## src/rtl/wdog_pkg.sv

```systemverilog
package wdog_pkg;
  typedef enum logic [1:0] {
    CPU_FROM_PINS = 2'd0,
    CPU_FROM_SW   = 2'd1,
    CPU_FROM_WD   = 2'd2
  } cpu_src_e;

  typedef enum logic [1:0] {
    BUS_FIXED = 2'd0,
    BUS_PROG  = 2'd1,
    BUS_WD    = 2'd2
  } bus_src_e;
endpackage

```

## src/rtl/wdog_tick_gen.sv

```systemverilog
module wdog_tick_gen #(
  parameter int unsigned DIV = 4
) (
  input  logic clk,
  input  logic rst,
  input  logic restart,
  output logic tick
);
  localparam int unsigned CW = (DIV > 1) ? $clog2(DIV) : 1;
  localparam logic [CW-1:0] LAST = CW'(DIV - 1);

  logic [CW-1:0] cnt;

  always_ff @(posedge clk) begin
    if (rst || restart) cnt <= '0;
    else if (cnt == LAST) cnt <= '0;
    else cnt <= cnt + 1'b1;
  end

  assign tick = (cnt == LAST);

  generate
    if (DIV > 1) begin : g_chk

      tick_spacing_chk: assert property (@(posedge clk) disable iff (rst)
        tick |=> !tick);
    end
  endgenerate
endmodule

```

## src/rtl/wdog_alarm_timer.sv

```systemverilog
module wdog_alarm_timer #(
  parameter int unsigned W = 8
) (
  input  logic         clk,
  input  logic         rst,
  input  logic         clear,
  input  logic         count_en,
  input  logic         tick,
  input  logic [W-1:0] limit,
  output logic         fire,
  output logic         done
);
  logic [W-1:0] cnt;
  logic         step;

  assign step = count_en && tick && !done;
  assign fire = step && (limit != '0) && ((cnt + 1'b1) == limit);

  always_ff @(posedge clk) begin
    if (rst || clear) begin
      cnt  <= '0;
      done <= 1'b0;
    end else if (step) begin
      cnt <= cnt + 1'b1;
      if (fire) done <= 1'b1;
    end
  end


  done_needs_tick_chk: assert property (@(posedge clk) disable iff (rst)
    $rose(done) |-> $past(count_en && tick));
endmodule

```

## src/rtl/wdog_clk_select.sv

```systemverilog
module wdog_clk_select
  import wdog_pkg::*;
#(
  parameter int unsigned BAND_W = 3
) (
  input  logic              clk,
  input  logic              rst,
  input  logic              safe_mode,
  input  logic              cpu_safe_sel,
  input  logic              cpu_band_src,
  input  logic              bus_safe_sel,
  input  logic              bus_src_sel,
  input  logic [BAND_W-1:0] active_band,
  input  logic [BAND_W-1:0] sw_cfs,
  input  logic [BAND_W-1:0] wd_band,
  input  logic [BAND_W-1:0] wd_cfs,
  input  logic [BAND_W-1:0] bus_afs_sw,
  input  logic [BAND_W-1:0] bus_afs_wd,
  output logic [1:0]        cpu_src,
  output logic [BAND_W-1:0] cpu_band,
  output logic [BAND_W-1:0] cpu_cfs,
  output logic [1:0]        bus_src,
  output logic [BAND_W-1:0] bus_afs
);
  cpu_src_e cpu_nx;
  bus_src_e bus_nx;

  always_comb begin
    if (safe_mode && cpu_safe_sel) cpu_nx = CPU_FROM_WD;
    else if (cpu_band_src)         cpu_nx = CPU_FROM_SW;
    else                           cpu_nx = CPU_FROM_PINS;

    if (safe_mode && bus_safe_sel) bus_nx = BUS_WD;
    else if (bus_src_sel)          bus_nx = BUS_PROG;
    else                           bus_nx = BUS_FIXED;
  end

  always_ff @(posedge clk) begin
    if (rst) begin
      cpu_src  <= CPU_FROM_PINS;
      cpu_band <= '0;
      cpu_cfs  <= '0;
      bus_src  <= BUS_FIXED;
      bus_afs  <= '0;
    end else begin
      cpu_src  <= cpu_nx;
      cpu_band <= (cpu_nx == CPU_FROM_WD) ? wd_band : active_band;
      cpu_cfs  <= (cpu_nx == CPU_FROM_WD) ? wd_cfs  : sw_cfs;
      bus_src  <= bus_nx;
      bus_afs  <= (bus_nx == BUS_WD) ? bus_afs_wd : bus_afs_sw;
    end
  end


  wd_src_needs_safe_chk: assert property (@(posedge clk) disable iff (rst)
    (cpu_src == CPU_FROM_WD) |-> $past(safe_mode));

  bus_wd_needs_safe_chk: assert property (@(posedge clk) disable iff (rst)
    (bus_src == BUS_WD) |-> $past(safe_mode));
endmodule

```

## src/rtl/wdog_reset_ctrl.sv

```systemverilog
module wdog_reset_ctrl
  import wdog_pkg::*;
#(
  parameter int unsigned TICK_DIV  = 29_000_000,
  parameter int unsigned HARD_W    = 8,
  parameter int unsigned SOFT_W    = 4,
  parameter int unsigned BAND_W    = 3,
  parameter int unsigned FS_W      = 2,
  parameter int unsigned RST_TICKS = 2
) (
  input  logic              clk,
  input  logic              rst,
  input  logic              wd_enable,
  input  logic              wd_arm,
  input  logic              soft_enable,
  input  logic [HARD_W-1:0] hard_limit,
  input  logic [SOFT_W-1:0] soft_limit,
  input  logic              relatch_enable,
  input  logic [FS_W-1:0]   fs_pins,
  input  logic              pin_pd_mode,
  input  logic              cpu_safe_sel,
  input  logic              cpu_band_src,
  input  logic [BAND_W-1:0] sw_band,
  input  logic [BAND_W-1:0] sw_cfs,
  input  logic [BAND_W-1:0] wd_band,
  input  logic [BAND_W-1:0] wd_cfs,
  input  logic              bus_safe_sel,
  input  logic              bus_src_sel,
  input  logic [BAND_W-1:0] bus_afs_sw,
  input  logic [BAND_W-1:0] bus_afs_wd,
  output logic              rst_pin_n,
  output logic              rst_pin_oe,
  output logic              hard_flag,
  output logic              soft_flag,
  output logic              nprog_clear,
  output logic [FS_W-1:0]   fs_latched,
  output logic [1:0]        cpu_src,
  output logic [BAND_W-1:0] cpu_band,
  output logic [BAND_W-1:0] cpu_cfs,
  output logic [1:0]        bus_src,
  output logic [BAND_W-1:0] bus_afs
);
  localparam int unsigned HOLD_W = $clog2(RST_TICKS + 1);
  localparam logic [HOLD_W-1:0] HOLD_INIT = HOLD_W'(RST_TICKS);

  logic              trig;
  logic              tick;
  logic              running;
  logic              safe_mode;
  logic              hard_fire, hard_done;
  logic              soft_fire, soft_done;
  logic              any_fire;
  logic [HOLD_W-1:0] hold;
  logic [BAND_W-1:0] active_band;

  assign trig     = wd_arm && wd_enable;
  assign any_fire = hard_fire || soft_fire;

  wdog_tick_gen #(.DIV(TICK_DIV)) u_tick (
    .clk(clk), .rst(rst), .restart(trig), .tick(tick)
  );

  wdog_alarm_timer #(.W(HARD_W)) u_hard (
    .clk(clk), .rst(rst), .clear(trig),
    .count_en(running && wd_enable), .tick(tick), .limit(hard_limit),
    .fire(hard_fire), .done(hard_done)
  );

  wdog_alarm_timer #(.W(SOFT_W)) u_soft (
    .clk(clk), .rst(rst), .clear(trig),
    .count_en(running && wd_enable && soft_enable), .tick(tick),
    .limit(soft_limit), .fire(soft_fire), .done(soft_done)
  );

  // run state, sticky flags, safe mode and side effects
  always_ff @(posedge clk) begin
    if (rst) begin
      running     <= 1'b0;
      hard_flag   <= 1'b0;
      soft_flag   <= 1'b0;
      safe_mode   <= 1'b0;
      nprog_clear <= 1'b0;
      active_band <= '0;
      fs_latched  <= fs_pins;
    end else if (trig) begin
      running     <= 1'b1;
      hard_flag   <= 1'b0;
      soft_flag   <= 1'b0;
      safe_mode   <= 1'b0;
      nprog_clear <= 1'b0;
    end else begin
      nprog_clear <= hard_fire;
      if (hard_fire) begin
        running   <= 1'b0;
        hard_flag <= 1'b1;
        safe_mode <= 1'b1;
        if (relatch_enable) fs_latched <= fs_pins;
      end
      if (soft_fire) begin
        soft_flag   <= 1'b1;
        active_band <= sw_band;
      end
    end
  end

  // reset pin pulse stretcher
  always_ff @(posedge clk) begin
    if (rst || trig) begin
      hold      <= '0;
      rst_pin_n <= 1'b1;
    end else if (any_fire) begin
      hold      <= HOLD_INIT;
      rst_pin_n <= 1'b0;
    end else if (tick && hold != '0) begin
      hold      <= hold - 1'b1;
      rst_pin_n <= (hold == HOLD_W'(1));
    end
  end

  always_ff @(posedge clk) begin
    if (rst) rst_pin_oe <= 1'b1;
    else     rst_pin_oe <= !pin_pd_mode;
  end

  wdog_clk_select #(.BAND_W(BAND_W)) u_sel (
    .clk(clk), .rst(rst), .safe_mode(safe_mode),
    .cpu_safe_sel(cpu_safe_sel), .cpu_band_src(cpu_band_src),
    .bus_safe_sel(bus_safe_sel), .bus_src_sel(bus_src_sel),
    .active_band(active_band), .sw_cfs(sw_cfs),
    .wd_band(wd_band), .wd_cfs(wd_cfs),
    .bus_afs_sw(bus_afs_sw), .bus_afs_wd(bus_afs_wd),
    .cpu_src(cpu_src), .cpu_band(cpu_band), .cpu_cfs(cpu_cfs),
    .bus_src(bus_src), .bus_afs(bus_afs)
  );


  hard_flag_fall_chk: assert property (@(posedge clk) disable iff (rst)
    $fell(hard_flag) |-> $past(trig));

  soft_flag_fall_chk: assert property (@(posedge clk) disable iff (rst)
    $fell(soft_flag) |-> $past(trig));

  rst_low_has_cause_chk: assert property (@(posedge clk) disable iff (rst)
    !rst_pin_n |-> (hard_flag || soft_flag));

  band_commit_chk: assert property (@(posedge clk) disable iff (rst)
    !$stable(active_band) |-> $past(soft_fire));

  nprog_with_hard_chk: assert property (@(posedge clk) disable iff (rst)
    nprog_clear |-> (hard_flag && hard_done));

  stopped_after_hard_chk: assert property (@(posedge clk) disable iff (rst)
    hard_done |-> !running);
endmodule

```

## config.mk

```make
export PLATFORM = sky130hd
export DESIGN_NAME = wdog_reset_ctrl
export DESIGN_NICKNAME = d
export VERILOG_FILES = /design/src/rtl/wdog_pkg.sv /design/src/rtl/wdog_tick_gen.sv /design/src/rtl/wdog_alarm_timer.sv /design/src/rtl/wdog_clk_select.sv /design/src/rtl/wdog_reset_ctrl.sv
export SDC_FILE = /design/constraint.sdc
export NUM_CORES = 1
export LEC_CHECK = 0
export BUFFER_PORTS_ARGS = -buffer_cell sky130_fd_sc_hd__buf_4
export CAP_MARGIN = 20
export CORE_ASPECT_RATIO = 1.2
export CORE_MARGIN = 2
export CORE_UTILIZATION = 30
export CTS_BUF_LIST = sky130_fd_sc_hd__clkbuf_4 sky130_fd_sc_hd__clkbuf_8 sky130_fd_sc_hd__clkbuf_16
export CTS_CLUSTER_SIZE = 10
export DETAILED_ROUTE_END_ITERATION = 16
export SYNTH_ARGS = -nofsm -noshare
export SYNTH_HDL_FRONTEND = slang
export SYNTH_HIERARCHICAL = 1
export SYNTH_SLANG_ARGS = --single-unit
```

## constraint.sdc

```tcl
create_clock -name clk -period 3.6 [get_ports clk]
set_input_delay 0.72 -clock clk [delete_from_list [all_inputs] [get_ports clk]]
set_output_delay 0.72 -clock clk [all_outputs]
set_load 0.01 [all_outputs]
```

After elaboration in Yosys (flattened, before gate mapping)

Cells that the tools add are included.

Add/subtract/negate cells: 4
Eq/ne operators: 7
Mux-type cells: 17
Bitwise logic cells: 1
Reduce and logical (&&, ||, !) cells: 33

Operators by type and width:

| kind                    | count |
|---|---|
| $add A25 B1 Y25 const B | 1 |
| $eq A25 B25 Y1 const B  | 1 |
| $mux W2                 | 8 |
| $logic_and A1 B1 Y1     | 14 |
| $reduce_bool A2 Y1      | 5 |
| $mux W3                 | 3 |
| $add A8 B1 Y8 const B   | 1 |
| $eq A8 B8 Y1            | 1 |
| $reduce_bool A8 Y1      | 1 |
| $mux W1                 | 6 |
| $reduce_and A2 Y1       | 3 |
| $reduce_or A2 Y1        | 3 |
| $add A4 B1 Y4 const B   | 1 |
| $eq A2 B2 Y1 const B    | 2 |
| $eq A4 B4 Y1            | 1 |
| $reduce_bool A4 Y1      | 1 |
| $logic_not A1 Y1        | 3 |
| $reduce_and A3 Y1       | 1 |
| $eq A2 B1 Y1 const B    | 1 |
| $logic_or A1 B1 Y1      | 2 |
| $ne A2 B2 Y1 const B    | 1 |
| $sub A2 B1 Y2 const B   | 1 |
| $not A1 Y1              | 1 |

Flip-flop bits (word level): 65
Bits of input ports: 43
Output and inout port bits: 20
Word-level logic and storage cells: 82

Depth between registers and ports, before layout

Gate-level depths: netlist of run 1.

Word-level depth: 8
Mapped depth: 11
Mapped depth without buffers: 10

By module

Netlist of run 1, hierarchy kept.

Modules (own cells, without submodules):

| module                    | times used | cells each | area an instance (µm²) | sequential area each (µm²) |
|---|---|---|---|---|
| wdog_tick_gen             | 1          | 140        | 1194.9                 | 500.5 |
| wdog_alarm_timer (u_hard) | 1          | 78         | 666.9                  | 180.2 |
| wdog_clk_select           | 1          | 50         | 550.5                  | 260.2 |
| wdog_reset_ctrl           | 1          | 46         | 516.7                  | 280.3 |
| wdog_alarm_timer (u_soft) | 1          | 31         | 294.0                  | 100.1 |

Least setup slack after synthesis of run 1

No wires, ideal clock.

Path kind: reg-to-reg
Start point: register u_tick.cnt[0]
End point: register active_band[0]
Setup time: 0.114 ns
Arrival: 2.984 ns
Data required time: 3.486 ns
Setup slack: 0.501 ns
Cell stages (with the launch flop): 12
Buffers on the path: 1
Period minus slack after synthesis: 3.099 ns
Cell sequence: dfxtp_1 -> ha_1 -> and4_1 -> clkbuf_1 -> nand4_1 -> nor4_1 -> nand3b_1 -> or3_1 -> nor3_1 -> a21boi_4 -> mux2i_1 -> nor2_1

Longest elaborated chain between the ends: 6

RTL lines:

| item                             | RTL line               | source |
|---|---|---|
| start, declared                  | wdog_tick_gen.sv:12    | `logic [CW-1:0] cnt;` |
| start signal, assigned           | wdog_tick_gen.sv:17    | `else cnt <= cnt + 1'b1;` |
| $eq A25 B25 Y1                   | wdog_tick_gen.sv:20    | `assign tick = (cnt == LAST);` |
| named net tick                   | wdog_reset_ctrl.sv:47  | `logic tick;` |
| $logic_and A1 B1 Y1 (2 in a row) | wdog_alarm_timer.sv:16 | `assign step = count_en && tick && !done;` |
| $logic_and A1 B1 Y1 (2 in a row) | wdog_alarm_timer.sv:17 | `assign fire = step && (limit != '0) && ((cnt + 1'b1) == limit);` |
| named net soft_fire              | wdog_reset_ctrl.sv:51  | `logic soft_fire, soft_done;` |
| $reduce_and A2 Y1 (no line)      | --                     |  |
| end signal, assigned             | wdog_reset_ctrl.sv:101 | `active_band <= sw_band;` |
| end, declared                    | wdog_reset_ctrl.sv:54  | `logic [BAND_W-1:0] active_band;` |

The timed path passes the listed nets, and every way through them passes these cells.
A chain may end at the register's enable or synchronous reset.

Final worst setup path of run 1

Start point: register u_tick.cnt[0]
End point: register active_band[1]

The elaborated chain is that of the path after synthesis.

==> flow_summary.toml, run 1 <==
[synth]
synth_xor_area_share_pct = 10.79
yosysTopAreaCell = "dfxtp_1"
synth_top_family_by_area = "simple AND/OR/NAND/NOR gates"
synth.distinct_cells = 59
synth_top_area_share_pct = 39.13
synthesis.nets = 393
yosys_warnings = 6
yosys_register_bits = 65
synth-edff-count = 2
syn_area_mm2 = 0.003223
synth_simple_gate_area_share_pct = 25.54
synthAdderAreaFrac_pct = 1.941
async_reset_ff_share_pct = 0
synth_compound_area_share_pct = 14.21
synth_area_per_cell_um2 = 9.342
seq_area_frac_synth_pct = 40.99
ys.flop_type = "dfxtp_1"
synth_area_leaders = "dfxtp_1 39%, xor2_1 5.4%, xnor2_1 4.6%"
netlist_instances = 345
synth_mux_area_share_pct = 2.174

[clock_network]
cts_sinks = 65
cts_buffer_depth = 2
cts_made_buffers = 9
cts_root_buffer = "clkbuf_16"
htree_levels = 3
post_cts_buffers = 0
cts_tree = "done"
clk_pin_slew_ns = 0.06
clk_latency_ns = 0.33
ctsResizeCount = 0
ctsHoldBuffers = 0

[timing]
layout_setup_ws_ns = 0.5535
slew_headroom_pct = 49.69
hold_viol = 0
skew_ns = 0.005209
rsz0062_at_grt = "false"
fin_setup_tns_ns = 0
min_period_over_period_pct = 84.62
final_max_slew_viol_count = 0
tightest_slew_ns = 0.7536
setup_viol = 0
fmax_mhz = 328.2
period_needed_ns = 3.046

[placed_design]
gp_congestion = 0.8135
place_inst = 525
post-place-ws_ns = 0.5530
dp_hpwl_um = 5243
port-buffer-count = 62

[final_layout]
layout.cells.non_filler = 541
area_growth_pct = 27.80
layout_commonest_cell = "buf_4"
mostFrequentLayoutCells = "66 x buf_4, 63 x dfxtp_1, 38 x nor2_1"
nets = 455
diodes = 0
final_core_util_pct = 39.17
drive_gt1_share_pct = 26.46

[global_routing]
grt.total_usage_pct = 13.21
grt.overflow.total = 0
grt_pass1_wl_um = 12490
grt_pass1_vias = 2717
grt_max_degree = 26
antenna_found_initial = 0

[detailed_routing]
drtIter0Drc = 105
postRouteAntennaNets = 0
vias = 2671
first_pass_iters = 4
vias_per_cell = 4.937
drc = 0
wl_per_cell_um = 13.22
wirelength_um = 7151

[die]
io_pins = 63
coreArea_mm2 = 0.01052
die_h_um = 117.5
rows = 41
die_w_um = 98.62
dieArea_mm2 = 0.01159
start_util_pct = 30.65

[flow_run]
maxCapViolCount = 0

[run_status]
status = "finished, final reports clean"

[worst_setup_path]
startpoint = "u_tick/cnt[0]"
critPathMaxStageDelay_ns = 0.39
path_delay_family = "simple AND/OR/NAND/NOR gates"
critPathRequiredTime_ns = 3.81
rr_startpoint = "u_tick/cnt[0]"
reg2reg_depth = 12
cp.depth = 12
endpoint_kind = "flip-flop"
crit_path_top_delay_cell = "or3_1"
crit_chain = "ha_1, and4_1, nand4_1, nor4_1, buf_4, nand3b_1, or3_1, nor3_1, buf_4, a21boi_4, mux2i_1, nor2_1"
startpoint_type = "flip-flop"
cp.buffers_inverters = 2
critical_path_class = "flip-flop to flip-flop"
cp.arrival_ns = 3.26
crit_fanout = 6
crit_top_cell = "buf_4"

[min_path]
min_path_type = "flip-flop to flip-flop"
hold_depth = 1
min_from = "u_tick/cnt[0]"

[pwr]
p_per_area_mw_per_mm2 = 450.9
leakagePower_nw = 1.576
total_power_w = 0.001857
ir_drop_mv = 0.1554
[logic make-up after synthesis]
kind of cell | count (synthesis)
xor+xnor | 38
mux | 7
buf+inv | 23
simple gates | 146
flops | 65
fa+ha+maj | 5
compound gates | 61
[state kept, by name (all words and copies together) (netlist names), 2 cells and up]
name and flops:
u_sel/cpu_band 3, u_soft/cnt 4, u_sel/bus_src 2, u_hard/cnt 8
hold 2, active_band 3, u_tick/cnt 25, u_sel/cpu_cfs 3
fs_latched 2, u_sel/bus_afs 3, u_sel/cpu_src 2
[cell usage after synthesis, types with 6 or more instances]
cell type	number
nand4_1	8
nor4_1	6
nor2_1	38
nand2_1	15
or3_1	11
a21oi_1	16
dfxtp_1	63
mux2i_1	7
a21oi_2	8
inv_1	8
o21ai_0	8
xnor2_1	17
nand3_1	24
xor2_1	20
[report_power, final]
group	total, W	internal (W)	switching (W)	leakage [nW]
clock network	0.00101	0.000701	0.000313	0.169
logic	0.000105	0.0000573	0.0000479	0.877
registers	0.000738	0.000734	0.00000419	0.530
total	0.00186	0.00149	0.000365	1.58
[cell type report]
cell class / instances / area, µm²
Timing Repair Buffer: 66 / 495.5
Tap cell: 129 / 161.4
Multi-Input combinational cell: 257 / 1762
Fill cell: 1040 / 6397
Sequential cell: 65 / 1321
Clock buffer: 11 / 246.5
Inverter: 8 / 30.03
Clock inverter: 5 / 102.6
[worst paths after layout]
path	slack, ns	to
min	0.46	u_tick/cnt[0]
min reg2reg	0.46	u_tick/cnt[0]
max	0.55	active_band[1]
max reg2reg	0.55	active_band[1]
[through the flow]
stage,hold WS [ns],cell area [µm²]
final,0.4583,4119
after global routing,0.4981,4119
after CTS,0.4651,4119
after detailed placement,0.4519,3770
after global placement,0.4438,3770
after floorplan,0.4236,3223
[worst reg2reg max path, cell delays in order, from the launching register on]
cell	delay, ns
dfxtp_1	0.36
ha_1	0.25
and4_1	0.34
nand4_1	0.19
nor4_1	0.23
buf_4	0.19
nand3b_1	0.19
or3_1	0.39
nor3_1	0.16
buf_4	0.17
a21boi_4	0.22
mux2i_1	0.20
nor2_1	0.05
[routing by layer]
layer	GRT usage [%]	vias to the layer above	share of wire, %
met5	0	-	0
met4	6.764	0	1.7
met3	3.622	11	3.6
met2	21.81	45	51
met1	15.55	1266	43
li1	-	1349	-
(Power assumes the default switching activity.)
==> run 2: changes to the inputs <==
- clock period: 3.6 -> 2.65 ns (I/O delays scaled with it)
==> flow_summary.toml, run 2 (same netlist as run 1, synthesis figures left out) <==
[run_status]
status = "finished, final reports clean"

[detailed_routing]
drtIter0Drc = 90
vias_per_cell = 4.803
drc = 0
wl_per_cell_um = 13.12
first_pass_iters = 4
wirelength_um = 7335
postRouteAntennaNets = 0
vias = 2685

[final_layout]
mostFrequentLayoutCells = "84 x buf_4, 61 x dfxtp_1, 38 x nor2_1"
area_growth_pct = 31.99
top_register = "u_tick/cnt"
largestRegisters = "u_tick/cnt: 25 flops, u_hard/cnt: 8 flops, u_soft/cnt: 4 flops"
layout_commonest_cell = "buf_4"
diodes = 0
drive_gt1_share_pct = 30.93
largest_reg_flops = 25
nets = 473

[worst_setup_path]
path_delay_family = "simple AND/OR/NAND/NOR gates"
crit_path_top_delay_cell = "or3_1"
critPathRequiredTime_ns = 2.85
cp.buffers_inverters = 0
crit_chain = "ha_4, and4_1, nand4_1, nor4_4, nand3b_1, or3_1, nor3_4, a21boi_4, mux2i_1, nor2_1"
critical_path_class = "flip-flop to flip-flop"
critPathMaxStageDelay_ns = 0.38
startpoint = "u_tick/cnt[0]"
endpoint_kind = "flip-flop"
crit_fanout = 4
startpoint_type = "flip-flop"
rr_startpoint = "u_tick/cnt[0]"
cp.arrival_ns = 2.73

[clock_network]
cts_made_buffers = 9
cts_sinks = 65
htree_levels = 3
cts_tree = "done"
cts_root_buffer = "clkbuf_16"
cts_buffer_depth = 2
clk_pin_slew_ns = 0.05
ctsHoldBuffers = 0
clk_latency_ns = 0.32

[timing]
holdWs_ns = 0.3732
hold_viol = 0
slew_headroom_pct = 73.97
skew_ns = 0.005625
period_needed_ns = 2.522
fmax_mhz = 396.5
final_max_slew_viol_count = 0
fin_setup_tns_ns = 0
setup_viol = 0
tightest_slew_ns = 0.3876
layout_setup_ws_ns = 0.1278
min_period_over_period_pct = 95.18
rsz0062_at_grt = "false"

[pwr]
switching_power_w = 0.0004976
pwr-share-clk_pct = 50.7
p_int_w = 0.001838
p_comb_share_pct = 6.4
ir_drop_mv = 0.2918
leakagePower_nw = 1.669
p_per_area_mw_per_mm2 = 548.9
swShare_pct = 21.31
sequentialPowerShare_pct = 43.0

[placed_design]
dp_hpwl_um = 5529
post-place-ws_ns = 0.08795
port-buffer-count = 62
gp_congestion = 0.7848

[global_routing]
antenna_found_initial = 0
grt.busiest_layer = "met2"
grt_pass1_vias = 2699
grt_util_met3_pct = 2.732
grt_use_met2_pct = 22.41
grt_pass1_wl_um = 12230
grt_max_degree = 26
grt.total_usage_pct = 12.90
grt_util_met1_pct = 14.55
grt.overflow.total = 0

[die]
start_util_pct = 30.65
die_w_um = 98.62
rows = 41
die_h_um = 117.5
coreArea_mm2 = 0.01052
io_pins = 63
dieArea_mm2 = 0.01159

[min_path]
min_path_type = "input port to flip-flop"
min_from = "pin_pd_mode"

[flow_run]
maxCapViolCount = 0
==> run 2: changes by cell type in the layout (fill, tap and decap cells not counted), moves of 2 or more <==
| cell | previous run | this run |
|---|---|---|
| buf_4 | 66 | 84 |
| dfxtp_2 | 0 | 2 |
| bufinv_16 | 3 | 1 |
| dfxtp_1 | 63 | 61 |
==> run 2: power by group through the flow <==
| stage | combinational, W | sequential, W | clock, W |
|---|---|---|---|
| detailed placement | 0.000150 | 0.00102 | 0 |
| floorplan | 0.0000596 | 0.00103 | 0 |
| finish | 0.000148 | 0.00100 | 0.00118 |
| CTS | 0.000150 | 0.00100 | 0.00122 |
| global route | 0.000162 | 0.00100 | 0.00126 |
| global placement | 0.000147 | 0.00102 | 0 |
==> run 2: final cells by class <==
type / count / area (µm²)
Tap cell: 129 / 161.4
Multi-Input combinational cell: 257 / 1807
Inverter: 8 / 30.03
Fill cell: 1044 / 6262
Clock inverter: 5 / 55.05
Sequential cell: 65 / 1324
Clock buffer: 11 / 246.5
Timing Repair Buffer: 84 / 630.6
==> run 2: worst reg2reg max path, stage by stage, from the launching register on <==
cell      delay [ns]
dfxtp_2         0.36
ha_4            0.15
and4_1          0.20
nand4_1         0.20
nor4_4          0.32
nand3b_1        0.13
or3_1           0.38
nor3_4          0.14
a21boi_4        0.25
mux2i_1         0.21
nor2_1          0.05
==> run 2: repair_timing <==
action / in CTS / in global routing
setup buffers: 0 / 1
endpoints found under the setup margin: 0 / 6
resized for setup: 0 / 1
==> run 2: final timing paths <==
| check | to | slack (ns) | cells past startpoint |
|---|---|---|---|
| setup / recovery | active_band[0] | 0.13 | 10 |
| hold / removal | rst_pin_oe | 0.37 | 2 |
| setup reg to reg | active_band[0] | 0.13 | 10 |
| hold reg to reg | u_tick/cnt[0] | 0.46 | 1 |
==> run 2: per-stage QoR <==
stage	instance area, µm²	power, W	instances	utilization [%]
final	4254	0.002335	559	40.45
after detailed placement	3939	0.001174	542	37.45
after global placement	3939	0.001171	542	37.45
after global routing	4254	0.002430	559	40.45
after floorplan	3266	0.001089	345	-
after CTS	4240	0.002373	558	40.32
==> run 2: per-layer routing <==
metal,vias up,wire (µm)
met5,-,0
met4,0,189
met3,16,242
met2,40,3740
met1,1237,3163
li1,1392,-
==> run 3: changes to the inputs <==
- clock period: 2.65 -> 2.6 ns (I/O delays scaled with it)
==> flow_summary.toml, run 3 (same netlist as run 1, synthesis figures left out) <==
[pwr]
leakagePower_nw = 1.694
total_power_w = 0.002369
p_per_area_mw_per_mm2 = 550.5
ir_drop_mv = 0.2423

[detailed_routing]
first_pass_iters = 4
postRouteAntennaNets = 0
vias = 2737
drtIter0Drc = 91
wirelength_um = 7518
drc = 0
vias_per_cell = 4.870
wl_per_cell_um = 13.38

[global_routing]
antenna_found_initial = 0
grt.overflow.total = 0
grt_pass1_vias = 2738
grt_max_degree = 26
grt.total_usage_pct = 13.20
grt_pass1_wl_um = 12520

[min_path]
min_path_type = "input port to flip-flop"

[clock_network]
cts_tree = "done"
cts_root_buffer = "clkbuf_16"
cts_sinks = 65
clk_pin_slew_ns = 0.06
ctsHoldBuffers = 0
cts_made_buffers = 9
htree_levels = 3
clk_latency_ns = 0.33
cts_buffer_depth = 2

[die]
io_pins = 63
die_h_um = 117.5
coreArea_mm2 = 0.01052
rows = 41
dieArea_mm2 = 0.01159
die_w_um = 98.62
start_util_pct = 30.65

[placed_design]
gp_congestion = 0.8352
port-buffer-count = 62
dp_hpwl_um = 5553

[final_layout]
drive_gt1_share_pct = 32.79
nets = 476
diodes = 0
mostFrequentLayoutCells = "87 x buf_4, 59 x dfxtp_1, 38 x nor2_1"
largest_reg_flops = 25
largestRegisters = "u_tick/cnt: 25 flops, u_hard/cnt: 8 flops, u_soft/cnt: 4 flops"
layout_commonest_cell = "buf_4"
top_register = "u_tick/cnt"
area_growth_pct = 33.50

[worst_setup_path]
endpoint_kind = "flip-flop"
r2r_slack_ns = 0.16
startpoint_type = "flip-flop"
critical_path_class = "flip-flop to flip-flop"
cp.arrival_ns = 2.65
crit_fanout = 3
critPathRequiredTime_ns = 2.81

[timing]
tightest_slew_ns = 0.4355
setup_viol = 0
rsz0062_at_grt = "true"
min_period_over_period_pct = 93.91
hold_viol = 0
skew_ns = 0.004388
final_max_slew_viol_count = 0
holdWs_ns = 0.3539
period_needed_ns = 2.442
fin_setup_tns_ns = 0
fmax_mhz = 409.6
slew_headroom_pct = 70.96

[flow_run]
maxCapViolCount = 0

[run_status]
status = "finished, final reports clean"
run 3: cell count changes in the layout (fill, tap and decap cells not counted), moves of 2 or more:
cell     change
buf_4        +3
dfxtp_1      -2
dfxtp_4      +2
or4bb_1      -2
or4bb_4      +2
run 3: path summary, 6_finish.rpt:
path	from	endpoint	cells past startpoint
setup reg to reg	u_tick/cnt[19]	active_band[2]	8
hold reg to reg	u_tick/cnt[0]	u_tick/cnt[0]	1
hold / removal	pin_pd_mode	rst_pin_oe	2
setup / recovery	u_tick/cnt[19]	active_band[2]	8
run 3: power by group:
group	total [W]	internal, W	leakage, nW	switching [W]
combinational	0.000153	0.0000831	1.02	0.0000695
clock	0.00119	0.000761	0.146	0.000433
sequential	0.00102	0.00102	0.532	0.00000677
total	0.00237	0.00186	1.69	0.000509
run 3: final cells by class:
type	count	area, µm²
Fill cell	1045	6213
Multi-Input combinational cell	257	1831
Sequential cell	65	1331
Timing Repair Buffer	87	653.1
Clock buffer	11	240.2
Tap cell	129	161.4
Clock inverter	5	56.30
Inverter	8	30.03
run 3: per-stage QoR:
stage               setup WS [ns]  instance area, µm²  std cells  utilization [%]
detailed placement       0.004723                3959        544            37.64
finish                     0.1584                4303        562            40.92
floorplan                -0.04057                3271        345                -
global route             -0.02337                4303        562            40.92
CTS                       0.01852                4263        561            40.54
global placement          0.06537                3959        544            37.64
run 3: what timing repair did:
action                                  4_1_cts  5_1_grt
pin swaps                                     1        3
setup buffers                                 1        1
endpoints found under the setup margin        1        8
resized for setup                             0        9
run 3: metal layers:
metal / wire (µm) / global-route usage (%) / part of all wire (%) / vias up
met5: 0 / 0 / 0 / -
met4: 168 / 5.908 / 2.2 / 0
met3: 267 / 4.038 / 3.6 / 14
met2: 3845 / 22.36 / 51 / 60
met1: 3236 / 15.15 / 43 / 1269
li1: - / - / - / 1394
run 3: worst max-delay path, stage by stage (launching register included):
cell and delay [ns]:
dfxtp_1 0.32, or4bb_4 0.54, nor4_4 0.32, nand3b_1 0.14
or3_4 0.36, nor3_4 0.13, a21boi_4 0.25, mux2i_1 0.20
nor2_1 0.05
